===== src/rtl/secded_pkg.sv =====
package secded_pkg;

  typedef enum logic [1:0] {
    DEC_CLEAN  = 2'b00,
    DEC_FIXED  = 2'b01,
    DEC_DOUBLE = 2'b10
  } dec_status_e;

  // Smallest count of check bits c with 2^c >= data + c + 1.
  function automatic int chk_bits_for(input int data_w);
    int c;
    c = 1;
    while ((1 << c) < data_w + c + 1) c++;
    return c;
  endfunction

  function automatic bit is_pow2(input int v);
    return (v > 0) && ((v & (v - 1)) == 0);
  endfunction

  // 1-based Hamming position of data bit idx.
  function automatic int data_pos(input int idx);
    int seen;
    int p;
    seen = 0;
    p = 0;
    for (int q = 1; q < 128; q++) begin
      if (!is_pow2(q)) begin
        if (seen == idx) begin
          p = q;
          break;
        end
        seen++;
      end
    end
    return p;
  endfunction

  // Positions covered by check bit j within a word of ham_w positions.
  function automatic logic [63:0] cover_mask(input int j, input int ham_w);
    logic [63:0] m;
    m = '0;
    for (int p = 1; p <= ham_w; p++) begin
      if (((p >> j) & 1) == 1) m[p-1] = 1'b1;
    end
    return m;
  endfunction

endpackage


===== src/rtl/secded_scatter.sv =====
module secded_scatter #(
  parameter int DATA_W = 8,
  parameter int CHK_W  = 4,
  localparam int HAM_W = DATA_W + CHK_W
) (
  input  logic [DATA_W-1:0] data_i,
  output logic [HAM_W-1:0]  ham_o
);
  // Data bits go to non power-of-two positions; check slots stay zero here.
  for (genvar i = 0; i < DATA_W; i++) begin : g_data
    localparam int POS = secded_pkg::data_pos(i);
    assign ham_o[POS-1] = data_i[i];
  end
  for (genvar j = 0; j < CHK_W; j++) begin : g_slot
    assign ham_o[(1 << j) - 1] = 1'b0;
  end
endmodule


===== src/rtl/secded_gather.sv =====
module secded_gather #(
  parameter int DATA_W = 8,
  parameter int CHK_W  = 4,
  localparam int HAM_W = DATA_W + CHK_W
) (
  input  logic [HAM_W-1:0]  ham_i,
  output logic [DATA_W-1:0] data_o
);
  always_comb begin
    int k;
    k = 0;
    data_o = '0;
    for (int p = 1; p <= HAM_W; p++) begin
      if (!secded_pkg::is_pow2(p)) begin
        data_o[k] = ham_i[p-1];
        k++;
      end
    end
  end
endmodule


===== src/rtl/secded_syndrome.sv =====
module secded_syndrome #(
  parameter int HAM_W = 12,
  parameter int CHK_W = 4
) (
  input  logic [HAM_W-1:0] word_i,
  output logic [CHK_W-1:0] syn_o
);
  for (genvar j = 0; j < CHK_W; j++) begin : g_chk
    localparam logic [63:0] MASK = secded_pkg::cover_mask(j, HAM_W);
    assign syn_o[j] = ^(word_i & MASK[HAM_W-1:0]);
  end
endmodule


===== src/rtl/secded_fix.sv =====
module secded_fix
  import secded_pkg::*;
#(
  parameter int HAM_W = 12,
  parameter int CHK_W = 4
) (
  input  logic [HAM_W-1:0] ham_i,
  input  logic [CHK_W-1:0] syn_i,
  input  logic             par_odd_i,
  output logic [HAM_W-1:0] ham_o,
  output dec_status_e      status_o
);
  logic [HAM_W-1:0] hit;
  logic             in_range;
  logic             repair;

  // One-hot decode of the syndrome onto positions 1..HAM_W.
  for (genvar p = 1; p <= HAM_W; p++) begin : g_hit
    assign hit[p-1] = (syn_i == CHK_W'(p));
  end

  assign in_range = ({1'b0, syn_i} <= (CHK_W+1)'(HAM_W));

  always_comb begin
    repair   = 1'b0;
    status_o = DEC_CLEAN;
    if (!par_odd_i && (syn_i == '0)) begin
      status_o = DEC_CLEAN;
    end else if (par_odd_i && in_range) begin
      status_o = DEC_FIXED;
      repair   = 1'b1;
    end else begin
      status_o = DEC_DOUBLE;
    end
  end

  assign ham_o = ham_i ^ (hit & {HAM_W{repair}});
endmodule


===== src/rtl/secded_byte_codec.sv =====
module secded_byte_codec
  import secded_pkg::*;
#(
  parameter int DATA_W = 8,
  localparam int CHK_W = chk_bits_for(DATA_W),
  localparam int HAM_W = DATA_W + CHK_W,
  localparam int CW_W  = HAM_W + 1
) (
  input  logic              clk,
  input  logic              rst_n,
  input  logic              enc_valid_i,
  input  logic [DATA_W-1:0] enc_data_i,
  output logic              enc_valid_o,
  output logic [CW_W-1:0]   enc_word_o,
  input  logic              dec_valid_i,
  input  logic [CW_W-1:0]   dec_word_i,
  output logic              dec_valid_o,
  output logic [DATA_W-1:0] dec_data_o,
  output logic [1:0]        dec_status_o
);
  // ---------------- reset release synchroniser ----------------
  logic [1:0] rst_pipe;
  logic       rst_q_n;

  always_ff @(posedge clk or negedge rst_n) begin
    if (!rst_n) rst_pipe <= 2'b00;
    else        rst_pipe <= {rst_pipe[0], 1'b1};
  end
  assign rst_q_n = rst_pipe[1];

  // ---------------- encoder path ----------------
  logic [HAM_W-1:0] enc_scat;
  logic [CHK_W-1:0] enc_chk;
  logic [HAM_W-1:0] enc_ham;
  logic [CW_W-1:0]  enc_word_n;
  logic             enc_valid_n;
  logic [CW_W-1:0]  enc_word_q;
  logic             enc_valid_q;

  secded_scatter #(.DATA_W(DATA_W), .CHK_W(CHK_W)) u_enc_scatter (
    .data_i (enc_data_i),
    .ham_o  (enc_scat)
  );

  // Check slots are zero in enc_scat, so its syndrome equals the check bits.
  secded_syndrome #(.HAM_W(HAM_W), .CHK_W(CHK_W)) u_enc_syn (
    .word_i (enc_scat),
    .syn_o  (enc_chk)
  );

  always_comb begin
    enc_ham = enc_scat;
    for (int j = 0; j < CHK_W; j++) begin
      enc_ham[(1 << j) - 1] = enc_chk[j];
    end
  end

  always_comb begin
    enc_valid_n = enc_valid_i;
    enc_word_n  = enc_word_q;
    if (enc_valid_i) enc_word_n = {^enc_ham, enc_ham};
  end

  always_ff @(posedge clk or negedge rst_q_n) begin
    if (!rst_q_n) enc_valid_q <= 1'b0;
    else          enc_valid_q <= enc_valid_n;
  end

  always_ff @(posedge clk) begin
    enc_word_q <= enc_word_n;
  end

  assign enc_valid_o = enc_valid_q;
  assign enc_word_o  = enc_word_q;

  // ---------------- decoder path ----------------
  logic [HAM_W-1:0]  dec_ham;
  logic [CHK_W-1:0]  dec_syn;
  logic              dec_par_odd;
  logic [HAM_W-1:0]  dec_fixed;
  dec_status_e       dec_stat_c;
  logic [DATA_W-1:0] dec_data_c;
  logic              dec_valid_n;
  logic [DATA_W-1:0] dec_data_n;
  logic [1:0]        dec_stat_n;
  logic              dec_valid_q;
  logic [DATA_W-1:0] dec_data_q;
  logic [1:0]        dec_stat_q;

  assign dec_ham     = dec_word_i[HAM_W-1:0];
  assign dec_par_odd = ^dec_word_i;

  secded_syndrome #(.HAM_W(HAM_W), .CHK_W(CHK_W)) u_dec_syn (
    .word_i (dec_ham),
    .syn_o  (dec_syn)
  );

  secded_fix #(.HAM_W(HAM_W), .CHK_W(CHK_W)) u_dec_fix (
    .ham_i     (dec_ham),
    .syn_i     (dec_syn),
    .par_odd_i (dec_par_odd),
    .ham_o     (dec_fixed),
    .status_o  (dec_stat_c)
  );

  secded_gather #(.DATA_W(DATA_W), .CHK_W(CHK_W)) u_dec_gather (
    .ham_i  (dec_fixed),
    .data_o (dec_data_c)
  );

  always_comb begin
    dec_valid_n = dec_valid_i;
    dec_data_n  = dec_data_q;
    dec_stat_n  = dec_stat_q;
    if (dec_valid_i) begin
      dec_data_n = dec_data_c;
      dec_stat_n = dec_stat_c;
    end
  end

  always_ff @(posedge clk or negedge rst_q_n) begin
    if (!rst_q_n) dec_valid_q <= 1'b0;
    else          dec_valid_q <= dec_valid_n;
  end

  always_ff @(posedge clk) begin
    dec_data_q <= dec_data_n;
    dec_stat_q <= dec_stat_n;
  end

  assign dec_valid_o  = dec_valid_q;
  assign dec_data_o   = dec_data_q;
  assign dec_status_o = dec_stat_q;

endmodule


===== config.mk =====
export PLATFORM = sky130hd
export DESIGN_NAME = secded_byte_codec
export DESIGN_NICKNAME = d
export VERILOG_FILES = /design/src/rtl/secded_pkg.sv /design/src/rtl/secded_scatter.sv /design/src/rtl/secded_gather.sv /design/src/rtl/secded_syndrome.sv /design/src/rtl/secded_fix.sv /design/src/rtl/secded_byte_codec.sv
export SDC_FILE = /design/constraint.sdc
export NUM_CORES = 1
export LEC_CHECK = 0
export BUFFER_PORTS_ARGS = -buffer_cell sky130_fd_sc_hd__buf_2
export CORE_MARGIN = 1
export CORE_UTILIZATION = 35
export CTS_CLUSTER_DIAMETER = 100
export DETAILED_ROUTE_END_ITERATION = 10
export GPL_TIMING_DRIVEN = 0
export SETUP_SLACK_MARGIN = 0.4
export SKIP_CTS_REPAIR_TIMING = 1
export SYNTH_ARGS = -nofsm -noshare
export SYNTH_HDL_FRONTEND = slang
export SYNTH_SLANG_ARGS = --single-unit
export TNS_END_PERCENT = 30

===== constraint.sdc =====
create_clock -name clk -period 0.8 [get_ports clk]
set_input_delay 0.12 -clock clk [delete_from_list [all_inputs] [get_ports clk]]
set_output_delay 0.12 -clock clk [all_outputs]
set_load 0.01 [all_outputs]

==> qor.tcl, run 1 <==
set qor(core_um2) 3800
set qor(achievable-frequency_ghz) 0.691
set qor(fin_total_pwr_uw) 4370
set qor(cp.required_ns) 0.83
set qor(postSynthAreaPerCell_um2) 13.9
set qor(status) {finished with violations}
set qor(synth_area_leaders) {sky130_fd_sc_hd__edfxtp_1 (48%), sky130_fd_sc_hd__xnor2_1 (15%), sky130_fd_sc_hd__dfrtp_1 (6.9%)}
set qor(yosys_warnings) 0
set qor(setup_total_negative_slack_ns) -8.36
set qor(pre_cts_ws_ns) -1.04
set qor(power_per_cell_area_nw_per_um2) 1870
set qor(die-width_um) 66.2
set qor(grt_setup_unrepaired) {true}
set qor(max_cap_violations) 0
set qor(drive_above_1_share_pct) 60.8
set qor(clock_tree.root_cell) {sky130_fd_sc_hd__clkbuf_8}
set qor(clock_latency_on_the_worst_skew_pair_ns) 0.27
set qor(io-pin-count) 50
set qor(drt-wirelength-per-cell_um) 14.8
set qor(drc) 0
set qor(failing_checks) {negative setup slack}
set qor(most-common-layout-cells) {sky130_fd_sc_hd__buf_2 (38), sky130_fd_sc_hd__edfxtp_1 (23), sky130_fd_sc_hd__xnor2_1 (12), sky130_fd_sc_hd__buf_4 (12), sky130_fd_sc_hd__xnor2_4 (9)}
set qor(gp_congestion) 0.761
set qor(iter_0_drt_violations) 70
set qor(critical_path.slowest_cell) {sky130_fd_sc_hd__xnor3_2}
set qor(vias) 1076
set qor(grt_max_degree) 16
set qor(place.detailed.instances) 200
set qor(diodes) 0
set qor(final_nets) 197
set qor(synth.top_cell.area_share_pct) 47.8
set qor(die_area_um2) 4390
set qor(cell_taking_the_most_area_after_synthesis) {sky130_fd_sc_hd__edfxtp_1}
set qor(post-route-period-util_pct) 181
set qor(detailedPlacementHpwl_um) 2220
set qor(timing.final.hold_violations) 0
set qor(timing.hold.ws_ns) 0.0194
set qor(viasPerCell) 4.91
set qor(layout_commonest_cell) {sky130_fd_sc_hd__buf_2}
set qor(drt_wl_total_um) 3240
set qor(cp_slowest_stage_delay_ns) 0.47
set qor(timing.rr.end) {rst_pipe[1]}
set qor(timing.final.crit_period_ns) 1.45
set qor(yosysUniqueCellTypes) 25
set qor(final_setup_vio_count) 37
set qor(min_path_type) {register to async pin}
set qor(worst-endpoint-arrival_ns) 1.48
set qor(grt_pass1_vias) 933
set qor(peakVddDrop_v) 0.000811
set qor(h-tree-depth) 1
set qor(die_height_um) 66.2
set qor(fillerInstances) 282
set qor(synth.ff_latch_count) 27
set qor(grt.overflow.total) 0
set qor(r2r_setup_slack_ns) 0.32
set qor(clock_transition_time_at_the_flip_flop_clock_pins_of_the_worst_setup_and_hold_paths_ns) 0.09
set qor(wire_length_of_the_first_global_routing_pass_um) 4150
set qor(syn_to_final_growth_pct) 61.4
set qor(clock_sinks) 27
set qor(synth_sequential_area_ratio_pct) 54.8
set qor(crit_path_start_kind) {input pin}
set qor(crit_fanout) 4
set qor(timing.final.max_slew_violations) 0
set qor(detail-route-antenna-nets) 0
set qor(grt_antenna_before_repair) 0
set qor(clock_tree_from_tritoncts) {yes}
set qor(crit-reg2reg-launch) {rst_pipe[0]}
set qor(fin_worst_skew_ns) 0.00869
set qor(cts-buffers-inserted) 3
set qor(initial_utilization_pct) 38.0
set qor(critical_path.cell_chain) {buf_12, xnor2_4, xnor3_2, nand2_4, a21oi_2, or3_1}
set qor(port_buffers) 48
set qor(timing.reg2reg.worst_path_depth) 0
set qor(syn_inst) 104
set qor(setup_slack_ns) -0.647
set qor(clock_path_buffers) 2
set qor(power_leakage_uw) 0.000942
set qor(syn-num-nets) 129
set qor(dr.pass1.iters) 5
set qor(layoutNonFillerInstCount) 219
set qor(area.sequential_um2) 791
set qor(multi_input_comb_area_um2) 973
set qor(groute.usage.overall_pct) 13.0
set qor(row_count) 22
set qor(setup_crit_path_kind) {input pin to register}
set qor(syn_area_um2) 1440
set qor(timing.critical_path.to_type) {register}
-- cell usage after synthesis, drive strengths merged --
| master | n |
|---|---|
| a21oi | 3 |
| a41oi | 1 |
| and2 | 1 |
| buf | 1 |
| conb | 1 |
| dfrtp | 4 |
| edfxtp | 23 |
| inv | 1 |
| nand2 | 3 |
| nand3 | 4 |
| nor2 | 4 |
| nor3 | 6 |
| nor4 | 1 |
| o211ai | 8 |
| o21ai | 2 |
| or3 | 1 |
| xnor2 | 28 |
| xnor3 | 3 |
| xor2 | 8 |
| xor3 | 1 |
-- cells by family (layout without fill, tap and decap cells) --
group | Yosys count | count (layout) | share of synthesized area [%]
simple gates | 20 | 20 | 7.28
flops | 27 | 27 | 54.8
xor+xnor | 40 | 40 | 29.9
other cells | 1 | 1 | 0.260
buf+inv | 2 | 69 | 1.04
compound gates | 14 | 14 | 6.76
-- layer usage --
layer | up-vias | global-route usage (%) | share of wire [%]
li1 | 510 | - | -
met3 | 5 | 2.41 | 5.9
met5 | - | 0 | 0
met2 | 56 | 21.3 | 53
met1 | 505 | 15.8 | 40
met4 | 0 | 7.98 | 1.6
-- where the power goes --
| group | internal (uW) | leakage [uW] | total [uW] | switching [uW] |
|---|---|---|---|---|
| registers | 1750 | 0.000272 | 1800 | 43.3 |
| logic | 893 | 0.000644 | 1810 | 919 |
| clock network | 349 | 0.0000255 | 755 | 407 |
| total | 3000 | 0.000942 | 4370 | 1370 |
-- metrics by stage --
step	instance area (um^2)	util [%]
2_1_floorplan	1580	-
3_3_place_gp	1880	49.5
3_5_place_dp	1880	49.5
4_1_cts	1930	50.7
5_1_grt	2330	61.4
6_report	2330	61.4
-- worst max-delay path, delay by kind of cell --
| family | cells | cell delay (ns) |
|---|---|---|
| XOR/XNOR | 2 | 0.72 |
| AND/OR/NAND/NOR | 2 | 0.45 |
| buffers and inverters | 1 | 0.11 |
| AO/OA/AOI/OAI | 1 | 0.06 |
-- registers in the layout, summed over array words and instances (netlist names) --
name / cells
enc_valid_o: 1
enc_word_o: 13
dec_valid_o: 1
dec_data_o: 8
rst_pipe: 2
dec_status_o: 2
-- worst max path at each step --
stage	startpoint	to	slack [ns]	cells past startpoint
floorplan	dec_word_i[9]	dec_status_o[1]	-0.70	5
global placement	dec_word_i[10]	dec_status_o[0]	-1.02	6
detailed placement	dec_word_i[10]	dec_status_o[0]	-1.04	6
CTS	dec_word_i[10]	dec_status_o[0]	-0.75	6
global route	dec_word_i[0]	dec_status_o[1]	-0.69	6
finish	dec_word_i[2]	dec_status_o[0]	-0.65	6
-- area by class of cell --
type	instances	share of cell area [%]
Buffer	1	0.859
Clock buffer	3	1.77
Clock inverter	1	0.215
Inverter	1	0.161
Multi-Input combinational cell	75	41.8
Sequential cell	27	33.9
Tap cell	48	2.58
Timing Repair Buffer	63	18.7
Note: power is estimated with default switching activity, not from simulation.
==> run 2: changes to the inputs <==
--- a/config.mk
+++ b/config.mk
@@ -7,10 +7,11 @@
 export LEC_CHECK = 0
 export BUFFER_PORTS_ARGS = -buffer_cell sky130_fd_sc_hd__buf_2
 export CORE_MARGIN = 1
-export CORE_UTILIZATION = 35
+export CORE_UTILIZATION = 53
 export CTS_CLUSTER_DIAMETER = 100
 export DETAILED_ROUTE_END_ITERATION = 10
 export GPL_TIMING_DRIVEN = 0
+export PLACE_DENSITY = 0.84
 export SETUP_SLACK_MARGIN = 0.4
 export SKIP_CTS_REPAIR_TIMING = 1
 export SYNTH_ARGS = -nofsm -noshare
==> qor.tcl, run 2 (same netlist as run 1, synthesis figures left out) <==
set qor(core_um2) 2520
set qor(grt_setup_unrepaired) {true}
set qor(crit_path_start_kind) {input pin}
set qor(detailedPlacementHpwl_um) 2180
set qor(timing.final.crit_period_ns) 1.42
set qor(final_setup_vio_count) 36
set qor(io-pin-count) 50
set qor(critical_path.cell_chain) {buf_8, xnor2_4, xnor3_2, nand2_4, a21oi_2, or3_1}
set qor(diodes) 0
set qor(drt-wirelength-per-cell_um) 17.9
set qor(viasPerCell) 5.56
set qor(clock_tree.root_cell) {sky130_fd_sc_hd__clkbuf_4}
set qor(post-route-period-util_pct) 177
set qor(place.detailed.instances) 182
set qor(failing_checks) {negative hold slack, negative setup slack}
set qor(vias) 1095
set qor(peakVddDrop_v) 0.00152
set qor(most-common-layout-cells) {sky130_fd_sc_hd__buf_2 (38), sky130_fd_sc_hd__edfxtp_1 (23), sky130_fd_sc_hd__xnor2_1 (12)}
set qor(setup_crit_path_kind) {input pin to register}
set qor(port_buffers) 48
set qor(final_nets) 193
set qor(largest_register_ff_count) 13
set qor(critical_path.slowest_cell) {sky130_fd_sc_hd__xnor3_2}
set qor(initial_utilization_pct) 57.2
set qor(grt_pass1_vias) 872
set qor(cts-buffers-inserted) 3
set qor(power_leakage_uw) 0.000897
set qor(worst-endpoint-arrival_ns) 1.50
set qor(grt_max_degree) 15
set qor(die-width_um) 54.2
set qor(gp_congestion) 0.922
set qor(dr.pass1.iters) 4
set qor(timing.hold.ws_ns) -0.00137
set qor(area_of_placed_instances_um2) 1860
set qor(groute.usage.overall_pct) 20.5
set qor(timing.final.max_slew_violations) 0
set qor(layoutNonFillerInstCount) 197
set qor(clock_tree_from_tritoncts) {yes}
set qor(iter_0_drt_violations) 28
set qor(achievable-frequency_ghz) 0.705
set qor(drt_wl_total_um) 3530
set qor(die_area_um2) 2940
set qor(h-tree-depth) 1
set qor(timing.final.hold_violations) 2
set qor(status) {finished with violations}
set qor(grt_antenna_before_repair) 0
set qor(clock_sinks) 27
set qor(clock_path_buffers) 2
set qor(setup_total_negative_slack_ns) -10.11
set qor(cp.required_ns) 0.88
set qor(layout_commonest_cell) {sky130_fd_sc_hd__buf_2}
set qor(fillerInstances) 124
set qor(drive_above_1_share_pct) 58.7
set qor(clock_latency_on_the_worst_skew_pair_ns) 0.32
set qor(clock_transition_time_at_the_flip_flop_clock_pins_of_the_worst_setup_and_hold_paths_ns) 0.12
set qor(critPathBufInv) 1
set qor(setup_slack_ns) -0.619
set qor(power_per_cell_area_nw_per_um2) 1890
set qor(timing.critical_path.to_type) {register}
set qor(fin_worst_skew_ns) 0.0000723
set qor(worst_path_dominant_cell_family) {XOR/XNOR gates}
set qor(die_height_um) 54.2
set qor(row_count) 18
set qor(max_cap_violations) 0
set qor(min_path_type) {input pin to register}
set qor(drc) 0
set qor(syn_to_final_growth_pct) 51.8
set qor(wire_length_of_the_first_global_routing_pass_um) 4060
set qor(finalInstanceArea_um2) 2190
set qor(grt.overflow.total) 0
set qor(crit_fanout) 4
set qor(cp_slowest_stage_delay_ns) 0.51
set qor(detail-route-antenna-nets) 0
set qor(pre_cts_ws_ns) -1.03
## run 2: area by class of cell
type | instances | area (um^2) | share of cell area [%]
sequential | 27 | 791 | 36.1
clock buffer | 4 | 26.3 | 1.20
buffer | 1 | 20.0 | 0.913
multi-input combinational | 75 | 910 | 41.5
timing repair buffer | 59 | 404 | 18.4
tap | 30 | 37.5 | 1.71
inverter | 1 | 3.75 | 0.171
## run 2: final timing paths
path	from	cells past startpoint	to	slack (ns)
max	dec_word_i[2]	6	dec_status_o[0]	-0.62
min	enc_data_i[7]	1	enc_word_o[11]	-0.001
max reg2reg	rst_pipe[0]	0	rst_pipe[1]	0.32
min reg2reg	rst_pipe[1]	0	dec_valid_o	0.03
max in group asynchronous	rst_n	2	rst_pipe[0]	0.61
min in group asynchronous	rst_pipe[1]	0	dec_valid_o	0.03
## run 2: metrics by stage
stage                     util [%]  power [uW]
after detailed placement      73.7        3150
after global routing          86.9        4360
final                         86.9        4150
after global placement        73.7        3090
after CTS                     74.7        3700
after floorplan                  -        2730
## run 2: power breakdown
| part | switching, uW | leakage [uW] | internal, uW |
|---|---|---|---|
| clock network | 359 | 0.0000150 | 195 |
| registers | 43.3 | 0.000272 | 1750 |
| logic | 926 | 0.000610 | 874 |
## run 2: layer usage
metal	up-vias	GRT usage, %	part of all wire [%]
met5	-	0	0
li1	504	-	-
met2	56	35.4	52
met3	8	2.82	5.3
met1	527	24.9	40
met4	0	10.3	2.8
